<file path="src/rtl/tf_pkg.sv">
package tf_pkg;

    localparam int TF_COORD_W = 5;

    typedef enum logic [1:0] {
        PL_A    = 2'd0,
        PL_B    = 2'd1,
        PL_C    = 2'd2,
        PL_NONE = 2'd3
    } plane_e;

    // Shift that aligns the mirrored C array, held in the upper half of a
    // double-width word, with the A array for a middle coordinate b.
    function automatic logic [TF_COORD_W:0] align_shift(input logic [TF_COORD_W-1:0] b);
        logic [TF_COORD_W:0] full;
        full = {(TF_COORD_W+1){1'b1}};
        return full - {b, 1'b0};
    endfunction

    // Partner coordinate on plane C for a given A coordinate and middle b.
    function automatic logic [TF_COORD_W-1:0] partner_c(input logic [TF_COORD_W-1:0] b,
                                                        input logic [TF_COORD_W-1:0] a);
        logic [TF_COORD_W:0] twice_b;
        logic [TF_COORD_W:0] diff;
        twice_b = {b, 1'b0};
        diff    = twice_b - {1'b0, a};
        return diff[TF_COORD_W-1:0];
    endfunction

endpackage

</file>
<file path="src/rtl/tf_hit_array.sv">
module tf_hit_array #(
    parameter int COORD_W  = 5,
    parameter bit MIRRORED = 1'b0,
    localparam int N = 1 << COORD_W
) (
    input  logic               clk,
    input  logic               rst,
    input  logic               wipe,
    input  logic               set_en,
    input  logic [COORD_W-1:0] set_coord,
    output logic [N-1:0]       bits
);
    logic [COORD_W-1:0] slot;

    generate
        if (MIRRORED) begin : g_mirror
            assign slot = ~set_coord;   // N-1-x
        end else begin : g_direct
            assign slot = set_coord;
        end
    endgenerate

    always_ff @(posedge clk) begin
        if (rst || wipe) begin
            bits <= '0;
        end else if (set_en) begin
            bits[slot] <= 1'b1;
        end
    end
endmodule

</file>
<file path="src/rtl/tf_log_shr.sv">
module tf_log_shr #(
    parameter int DATA_W  = 64,
    parameter int SHIFT_W = 6
) (
    input  logic [DATA_W-1:0]  din,
    input  logic [SHIFT_W-1:0] amount,
    output logic [DATA_W-1:0]  dout
);
    logic [DATA_W-1:0] stage [SHIFT_W+1];

    assign stage[0] = din;

    generate
        for (genvar s = 0; s < SHIFT_W; s++) begin : g_stage
            assign stage[s+1] = amount[s] ? (stage[s] >> (1 << s)) : stage[s];
        end
    endgenerate

    assign dout = stage[SHIFT_W];
endmodule

</file>
<file path="src/rtl/tf_low_pick.sv">
module tf_low_pick #(
    parameter int COORD_W = 5,
    localparam int N = 1 << COORD_W
) (
    input  logic [N-1:0]       vec,
    output logic               any,
    output logic [COORD_W-1:0] idx,
    output logic [N-1:0]       rest
);
    always_comb begin
        idx = '0;
        for (int i = N - 1; i >= 0; i--) begin
            if (vec[i]) idx = COORD_W'(i);
        end
    end

    assign any  = |vec;
    assign rest = vec & (vec - N'(1));
endmodule

</file>
<file path="src/rtl/tf_triplet_finder.sv">
module tf_triplet_finder
    import tf_pkg::*;
#(
    parameter int COORD_W = TF_COORD_W
) (
    input  logic               clk,
    input  logic               rst,
    input  logic               clear,
    input  logic               hit_valid,
    input  logic [1:0]         hit_plane,
    input  logic [COORD_W-1:0] hit_coord,
    output logic               hit_ready,
    output logic               trip_valid,
    output logic [COORD_W-1:0] trip_a,
    output logic [COORD_W-1:0] trip_b,
    output logic [COORD_W-1:0] trip_c
);
    localparam int N       = 1 << COORD_W;
    localparam int EXT_W   = 2 * N;
    localparam int SHIFT_W = COORD_W + 1;

    plane_e             plane;
    logic               accept;
    logic               set_a;
    logic               set_c;
    logic               take_b;
    logic [N-1:0]       arr_a;
    logic [N-1:0]       arr_c;
    logic [EXT_W-1:0]   ext_c;
    logic [EXT_W-1:0]   shifted_c;
    logic [SHIFT_W-1:0] shift_amt;
    logic [N-1:0]       match;
    logic [N-1:0]       pend;
    logic [COORD_W-1:0] pend_b;
    logic               pend_any;
    logic [COORD_W-1:0] pick;
    logic [N-1:0]       pend_rest;

    assign plane  = plane_e'(hit_plane);
    assign accept = hit_valid && hit_ready && !clear;
    assign set_a  = accept && (plane == PL_A);
    assign set_c  = accept && (plane == PL_C);
    assign take_b = accept && (plane == PL_B);

    // Ready while at most one pair of the previous middle hit remains.
    assign hit_ready = (pend_rest == '0);

    tf_hit_array #(.COORD_W(COORD_W), .MIRRORED(1'b0)) u_arr_a (
        .clk(clk), .rst(rst), .wipe(clear),
        .set_en(set_a), .set_coord(hit_coord), .bits(arr_a)
    );

    tf_hit_array #(.COORD_W(COORD_W), .MIRRORED(1'b1)) u_arr_c (
        .clk(clk), .rst(rst), .wipe(clear),
        .set_en(set_c), .set_coord(hit_coord), .bits(arr_c)
    );

    assign ext_c     = {arr_c, {N{1'b0}}};
    assign shift_amt = SHIFT_W'(align_shift(TF_COORD_W'(hit_coord)));

    tf_log_shr #(.DATA_W(EXT_W), .SHIFT_W(SHIFT_W)) u_shift (
        .din(ext_c), .amount(shift_amt), .dout(shifted_c)
    );

    assign match = arr_a & shifted_c[N-1:0];

    tf_low_pick #(.COORD_W(COORD_W)) u_pick (
        .vec(pend), .any(pend_any), .idx(pick), .rest(pend_rest)
    );

    always_ff @(posedge clk) begin
        if (rst || clear) begin
            pend   <= '0;
            pend_b <= '0;
        end else if (take_b) begin
            pend   <= match;
            pend_b <= hit_coord;
        end else begin
            pend   <= pend_rest;
        end
    end

    always_ff @(posedge clk) begin
        if (rst || clear) begin
            trip_valid <= 1'b0;
            trip_a     <= '0;
            trip_b     <= '0;
            trip_c     <= '0;
        end else begin
            trip_valid <= pend_any;
            if (pend_any) begin
                trip_a <= pick;
                trip_b <= pend_b;
                trip_c <= COORD_W'(partner_c(TF_COORD_W'(pend_b), TF_COORD_W'(pick)));
            end
        end
    end
endmodule

</file>
<file path="config.mk">
export PLATFORM = sky130hd
export DESIGN_NAME = tf_triplet_finder
export DESIGN_NICKNAME = d
export VERILOG_FILES = /design/src/rtl/tf_pkg.sv /design/src/rtl/tf_hit_array.sv /design/src/rtl/tf_log_shr.sv /design/src/rtl/tf_low_pick.sv /design/src/rtl/tf_triplet_finder.sv
export SDC_FILE = /design/constraint.sdc
export NUM_CORES = 1
export LEC_CHECK = 0
export BUFFER_PORTS_ARGS = -buffer_cell sky130_fd_sc_hd__buf_2
export CAP_MARGIN = 20
export CORE_ASPECT_RATIO = 1.2
export CORE_UTILIZATION = 35
export CTS_CLUSTER_DIAMETER = 80
export DETAILED_ROUTE_END_ITERATION = 16
export PLACE_DENSITY = 0.48
export RECOVER_POWER = 25
export SYNTH_ARGS = -nofsm -noshare
export SYNTH_HDL_FRONTEND = slang
export SYNTH_SLANG_ARGS = --single-unit
</file>
<file path="constraint.sdc">
create_clock -name clk -period 8.4 [get_ports clk]
set_input_delay 1.68 -clock clk [delete_from_list [all_inputs] [get_ports clk]]
set_output_delay 1.68 -clock clk [all_outputs]
set_load 0.05 [all_outputs]
</file>
# Word level (Yosys, flattened, before mapping)
# Index checks and enable logic that the tools add are counted.
# Widths: inputs -> output; s select.
[word_totals] in_bits=11 word_cells=77 reg_bits=117
[classes] addsub=3 n_bitwise=5 n_eq_ne=2 n_reduce_logical=12 n_mux=43 magnitude_cmp=4
[ops] operator="$mux 64" count=5
[ops] operator="$mux 5" count=32
[ops] operator="$and 32x32->32" count=2
[ops] operator="$mux 32" count=2
[ops] operator="$or 32x32->32" count=2
[ops] operator="$logic_not 32->1" count=1
[ops] operator="$reduce_or 32->1" count=1
[ops] operator="$sub 32x1->32 const B" count=1
[ops] operator="$lt 5x6->1 const B" count=2
[ops] operator="$demux 1 s5" count=2
[ops] operator="$ge 5x1->1 const B" count=2
[ops] operator="$logic_and 1x1->1" count=7
[ops] operator="$sub 6x6->6 const A" count=1
[ops] operator="$not 5->5" count=1
[ops] operator="$sub 5x5->5" count=1
[ops] operator="$eq 2x1->1 const B" count=1
[ops] operator="$eq 2x2->1 const B" count=1
[ops] operator="$logic_not 2->1" count=1
[ops] operator="$mux 1" count=2
[ops] operator="$logic_not 1->1" count=1
[ops] operator="$logic_or 1x1->1" count=1

# Logic depth before layout (Yosys ltp)
[logic_depth] ltp_word=33 mapped_depth=15 ltp_nobuf=14

# Hierarchy
# Synthesis repeated with hierarchy kept, for this count alone.
[unflattened] hier_cells=1114 area_unflattened_um2=9699.3
[modules_own_cells] mod="tf_log_shr" n_inst=1 cells_per_inst=568 area_per_inst_um2=4255.3
[modules_own_cells] mod="tf_triplet_finder" n_inst=1 cells_per_inst=253 area_per_inst_um2=2312.2
[modules_own_cells] mod="tf_hit_array at u_arr_c" n_inst=1 cells_per_inst=101 area_per_inst_um2=1297.5
[modules_own_cells] mod="tf_hit_array at u_arr_a" n_inst=1 cells_per_inst=84 area_per_inst_um2=1146.1
[modules_own_cells] mod="tf_low_pick" n_inst=1 cells_per_inst=108 area_per_inst_um2=688.2

# Worst setup path after synthesis
# No wires, ideal clock.
[synth_path] path_kind="reg-to-output" startpoint="reg pend[2]" endpoint="out hit_ready" arrival_time_ns=2.745 path_stages_with_launch=8 setup_slack_ns=3.975 path_buffers=1 required_time_ns=6.720 cell_sequence="dfxtp_1 > buf_2 > nor4_4 > nand3_2 > or4_4 > o41a_1 > nor4_1 > and3_1"
[synth_via] elab_chain_len=3
[synth_lines] item="start, declared" line="tf_triplet_finder.sv:33" text="logic [N-1:0] pend;"
[synth_lines] item="start signal, assigned" line="tf_triplet_finder.sv:76" text="pend <= match;"
[synth_lines] item="start signal, assigned" line="tf_triplet_finder.sv:79" text="pend <= pend_rest;"
[synth_lines] item="$sub 32x1->32" line="tf_low_pick.sv:18" text="assign rest = vec & (vec - N'(1));"
[synth_lines] item="$and 32x32->32 (*)" line="tf_low_pick.sv:18"
[synth_lines] item="$logic_not 32->1 (*)" line="tf_triplet_finder.sv:46" text="assign hit_ready = (pend_rest == '0);"
[synth_lines] item="end, declared" line="tf_triplet_finder.sv:12" text="output logic hit_ready,"
# Mark *: on every way between the ends. The rest lies on a longest branch, timed or not.

# Final worst setup path
[layout_path] startpoint="in rst" endpoint="reg pend[24]"
[layout_via] elab_chain_len=1
[layout_lines] item="start, declared" line="tf_triplet_finder.sv:7" text="input logic rst,"
[layout_lines] item="$logic_or 1x1->1" line="tf_triplet_finder.sv:72" text="if (rst || clear) begin"
# No other way between the ends.
# A chain may end at the register's enable or synchronous reset.

==> reports/metrics.cfg <==
[yosys]
avgSynthCellArea_um2 = 8.21
post-synth-top-count-cell = sky130_fd_sc_hd__nand2_1
post_synth_instance_area_mm2 = 0.00678
ys_dominant_reg_cell = sky130_fd_sc_hd__dfxtp_1
synth.largest_area_cell = sky130_fd_sc_hd__dfxtp_1
number_of_flops_mapped_to_enable_cells_by_yosys = 0
number_of_synthesized_register_bits = 116
synth-seq-area-share_pct = 34.3
syn-num-nets = 841
synth_async_sr_flop_share_pct = 0
synth.top_cells.by_area = sky130_fd_sc_hd__dfxtp_1 34%, sky130_fd_sc_hd__nand2_1 8.2%, sky130_fd_sc_hd__mux4_2 8.0%
yosysTopAreaCellShare_pct = 34.3
netlist_instances = 826
synthesis.yosys.warnings = 0
synthTopCellsByCount = 148 x sky130_fd_sc_hd__nand2_1, 116 x sky130_fd_sc_hd__dfxtp_1, 83 x sky130_fd_sc_hd__o21ai_0, 55 x sky130_fd_sc_hd__nor2_1, 54 x sky130_fd_sc_hd__clkbuf_1
synth_cell_type_count = 65

[power]
power_frac_comb_pct = 5.6
irDropWorstVdd_uv = 132
power.switching_fraction_pct = 24.3
power_switching_mw = 0.326
seqPwrFrac_pct = 41.1
powerDensity_mw_per_mm2 = 177
p_leak_nw = 2.64
p_clk_share_pct = 53.2
p_int_mw = 1.01

[floorplan]
num_io_pins = 28
rows = 55
core_area_mm2 = 0.0189
die_w_um = 129
chipHeight_um = 154
initial_core_util_pct = 35.8
die-area_mm2 = 0.0199

[timing]
tightestPinTransition_ps = 2900
fin_tns_setup_ps = 0
final-hold-violation-count = 0
maxSlewViolCount = 125
layout_worst_path_cycle_share_pct = 68.0
final_critical_path_setup_slack_ps = 2690
setup-violations-final = 0
rsz0062_at_grt = false
slew_headroom_pct = -93.0
max_freq_mhz = 175
period_minus_slack_ps = 5710
skew_ps = 8.21

[cells_and_area]
num-nets-final = 833
ff_latch_area_mm2 = 0.00232
multi_input_comb_area_mm2 = 0.00413
finish.instance_area_mm2 = 0.00757
num-fill-cells = 1926
antennaDiodeCount = 0
proportion_of_layout_cells_with_a_drive_suffix_above_1_pct = 11.3
syn_to_final_growth_pct = 11.7

[clocking]
cts.repair.resized = 0
cts.root.buffer_cell = sky130_fd_sc_hd__clkbuf_16
clock_sinks = 116
postCtsSetupRepairBufs = 0
clock_latency_at_the_later_pin_of_the_worst_skew_pair_ps = 420
cts_buffer_depth = 2
tritoncts.num_buffers = 17
clkTransAtPathRegs_ps = 60
hold_buffers = 0
tritoncts_clock_tree = done
htree_levels = 4

[min_path]
worst_hold_startpoint = u_arr_a.bits[18]
min_path_type = reg -> reg

[setup_path]
critPathLaunchType = input pin
critical_path.startpoint = rst
critical_path_arrival_ps = 6020
worst-path-max-fanout = 71
rr_startpoint = pend[1]
worst-endpoint-required_ps = 8710
element_type_at_the_critical_path_end = register
criticalPathCategory = in -> reg

[global_route]
met1_grt_util_pct = 28.4
antenna_found_initial = 0
grt_first_pass_wirelength_um = 34500
grt_util_met2_pct = 37.5
grt_max_degree = 113
first_global_vias = 6075
met3_layer_usage_reported_by_global_route_pct = 4.74
track_usage_pct = 22.9
grt.overflow.total = 0
busiest_layer = met2

[drt]
avgRoutedWirePerCell_um = 20.1
drtAntennaViolNets = 0
drc_markers = 0
postRouteWirelength_um = 21800
drtIter0Drc = 476
vias = 6327
drt-pass1-iter-count = 6
routed_via_count_divided_by_cell_count = 5.82

[placed_design]
i_o_buffers = 27
gp_congestion = 0.921
post_place_worst_slack_ps = 3410
detailed_place_hpwl_um = 16100
detailed_place.area_mm2 = 0.00704

[run]
max-cap-violations = 3

[outcome]
run_status = finished, violations left
violations = capacitance limit, slew limit

==> power by group through the flow <==
stage	Combinational (mW)	Clock, mW	Sequential, mW
final	0.0756	0.713	0.551
after global placement	0.0752	0	0.563
after detailed placement	0.0753	0	0.563
after global routing	0.0813	0.755	0.551
after floorplan	0.0539	0	0.563
after CTS	0.0755	0.729	0.551
==> worst max-delay path, cell delays in order <==
cell	delay, ps
sky130_fd_sc_hd__clkbuf_1	110
sky130_fd_sc_hd__nor2_4	100
sky130_fd_sc_hd__clkbuf_1	1260
sky130_fd_sc_hd__clkbuf_1	2130
sky130_fd_sc_hd__nand2_1	350
sky130_fd_sc_hd__o32ai_1	350
==> metal layers <==
metal  part of all wire, %  up-vias  routed length, um
met4                   4.3        0                938
met2                    48      188              10400
li1                      -     3070                  -
met5                     0        -                  0
met3                   4.9       55               1070
met1                    43     3014               9410
==> registers in the layout, summed over array words and instances (netlist names) <==
signal / flops
u_arr_a.bits: 32
trip_b: 5
trip_a: 5
pend: 32
trip_c: 4
u_arr_c.bits: 32
trip_valid: 1
pend_b: 5
==> final timing paths <==
path	end	slack, ps	depth (start not counted)
max reg2reg	pend[25]	2810	7
min reg2reg	u_arr_a.bits[18]	450	2
min	u_arr_a.bits[18]	450	2
max	pend[24]	2690	6
==> stage by stage <==
step / power, mW / cells / util [%] / hold slack [ps]
2_1_floorplan: 0.617 / 826 / - / 418
3_3_place_gp: 0.638 / 1053 / 37.1 / 433
3_5_place_dp: 0.638 / 1054 / 37.2 / 441
4_1_cts: 1.36 / 1086 / 40.2 / 454
5_1_grt: 1.39 / 1087 / 40.0 / 478
6_report: 1.34 / 1087 / 40.0 / 452
==> kinds of logic after synthesis <==
logic type	after synthesis	synth area share, %
compound gates	235	22.4
xor+xnor	2	0.258
fa+ha+maj	5	0.997
buf+inv	78	4.65
flops	116	34.3
mux	62	13.7
simple gates	328	23.7
==> cell type report <==
type / count / share of cell area (%)
flip-flops and latches: 116 / 30.7
clock inverters: 12 / 1.70
well taps: 256 / 4.23
multi-input cells: 632 / 54.6
repair buffers: 34 / 2.05
inverters: 17 / 0.843
clock buffers: 20 / 5.90
==> placed cells by master (no fill, tap or decap), types with 8 or more instances in the layout <==
master / instances
sky130_fd_sc_hd__nand3_1: 36
sky130_fd_sc_hd__buf_2: 10
sky130_fd_sc_hd__a22oi_1: 11
sky130_fd_sc_hd__nor4_1: 11
sky130_fd_sc_hd__o31ai_1: 31
sky130_fd_sc_hd__clkbuf_16: 17
sky130_fd_sc_hd__nand2_1: 148
sky130_fd_sc_hd__o32ai_1: 8
sky130_fd_sc_hd__nand4_1: 12
sky130_fd_sc_hd__nor2_1: 54
sky130_fd_sc_hd__mux2i_1: 30
sky130_fd_sc_hd__a21oi_1: 30
sky130_fd_sc_hd__nor3_1: 14
sky130_fd_sc_hd__o22ai_1: 23
sky130_fd_sc_hd__dfxtp_1: 116
sky130_fd_sc_hd__clkbuf_1: 22
sky130_fd_sc_hd__mux4_2: 24
sky130_fd_sc_hd__mux2_2: 8
sky130_fd_sc_hd__nor2b_1: 8
sky130_fd_sc_hd__inv_1: 14
sky130_fd_sc_hd__o21ai_0: 83
No activity file was read; power rests on OpenSTA's default activity.
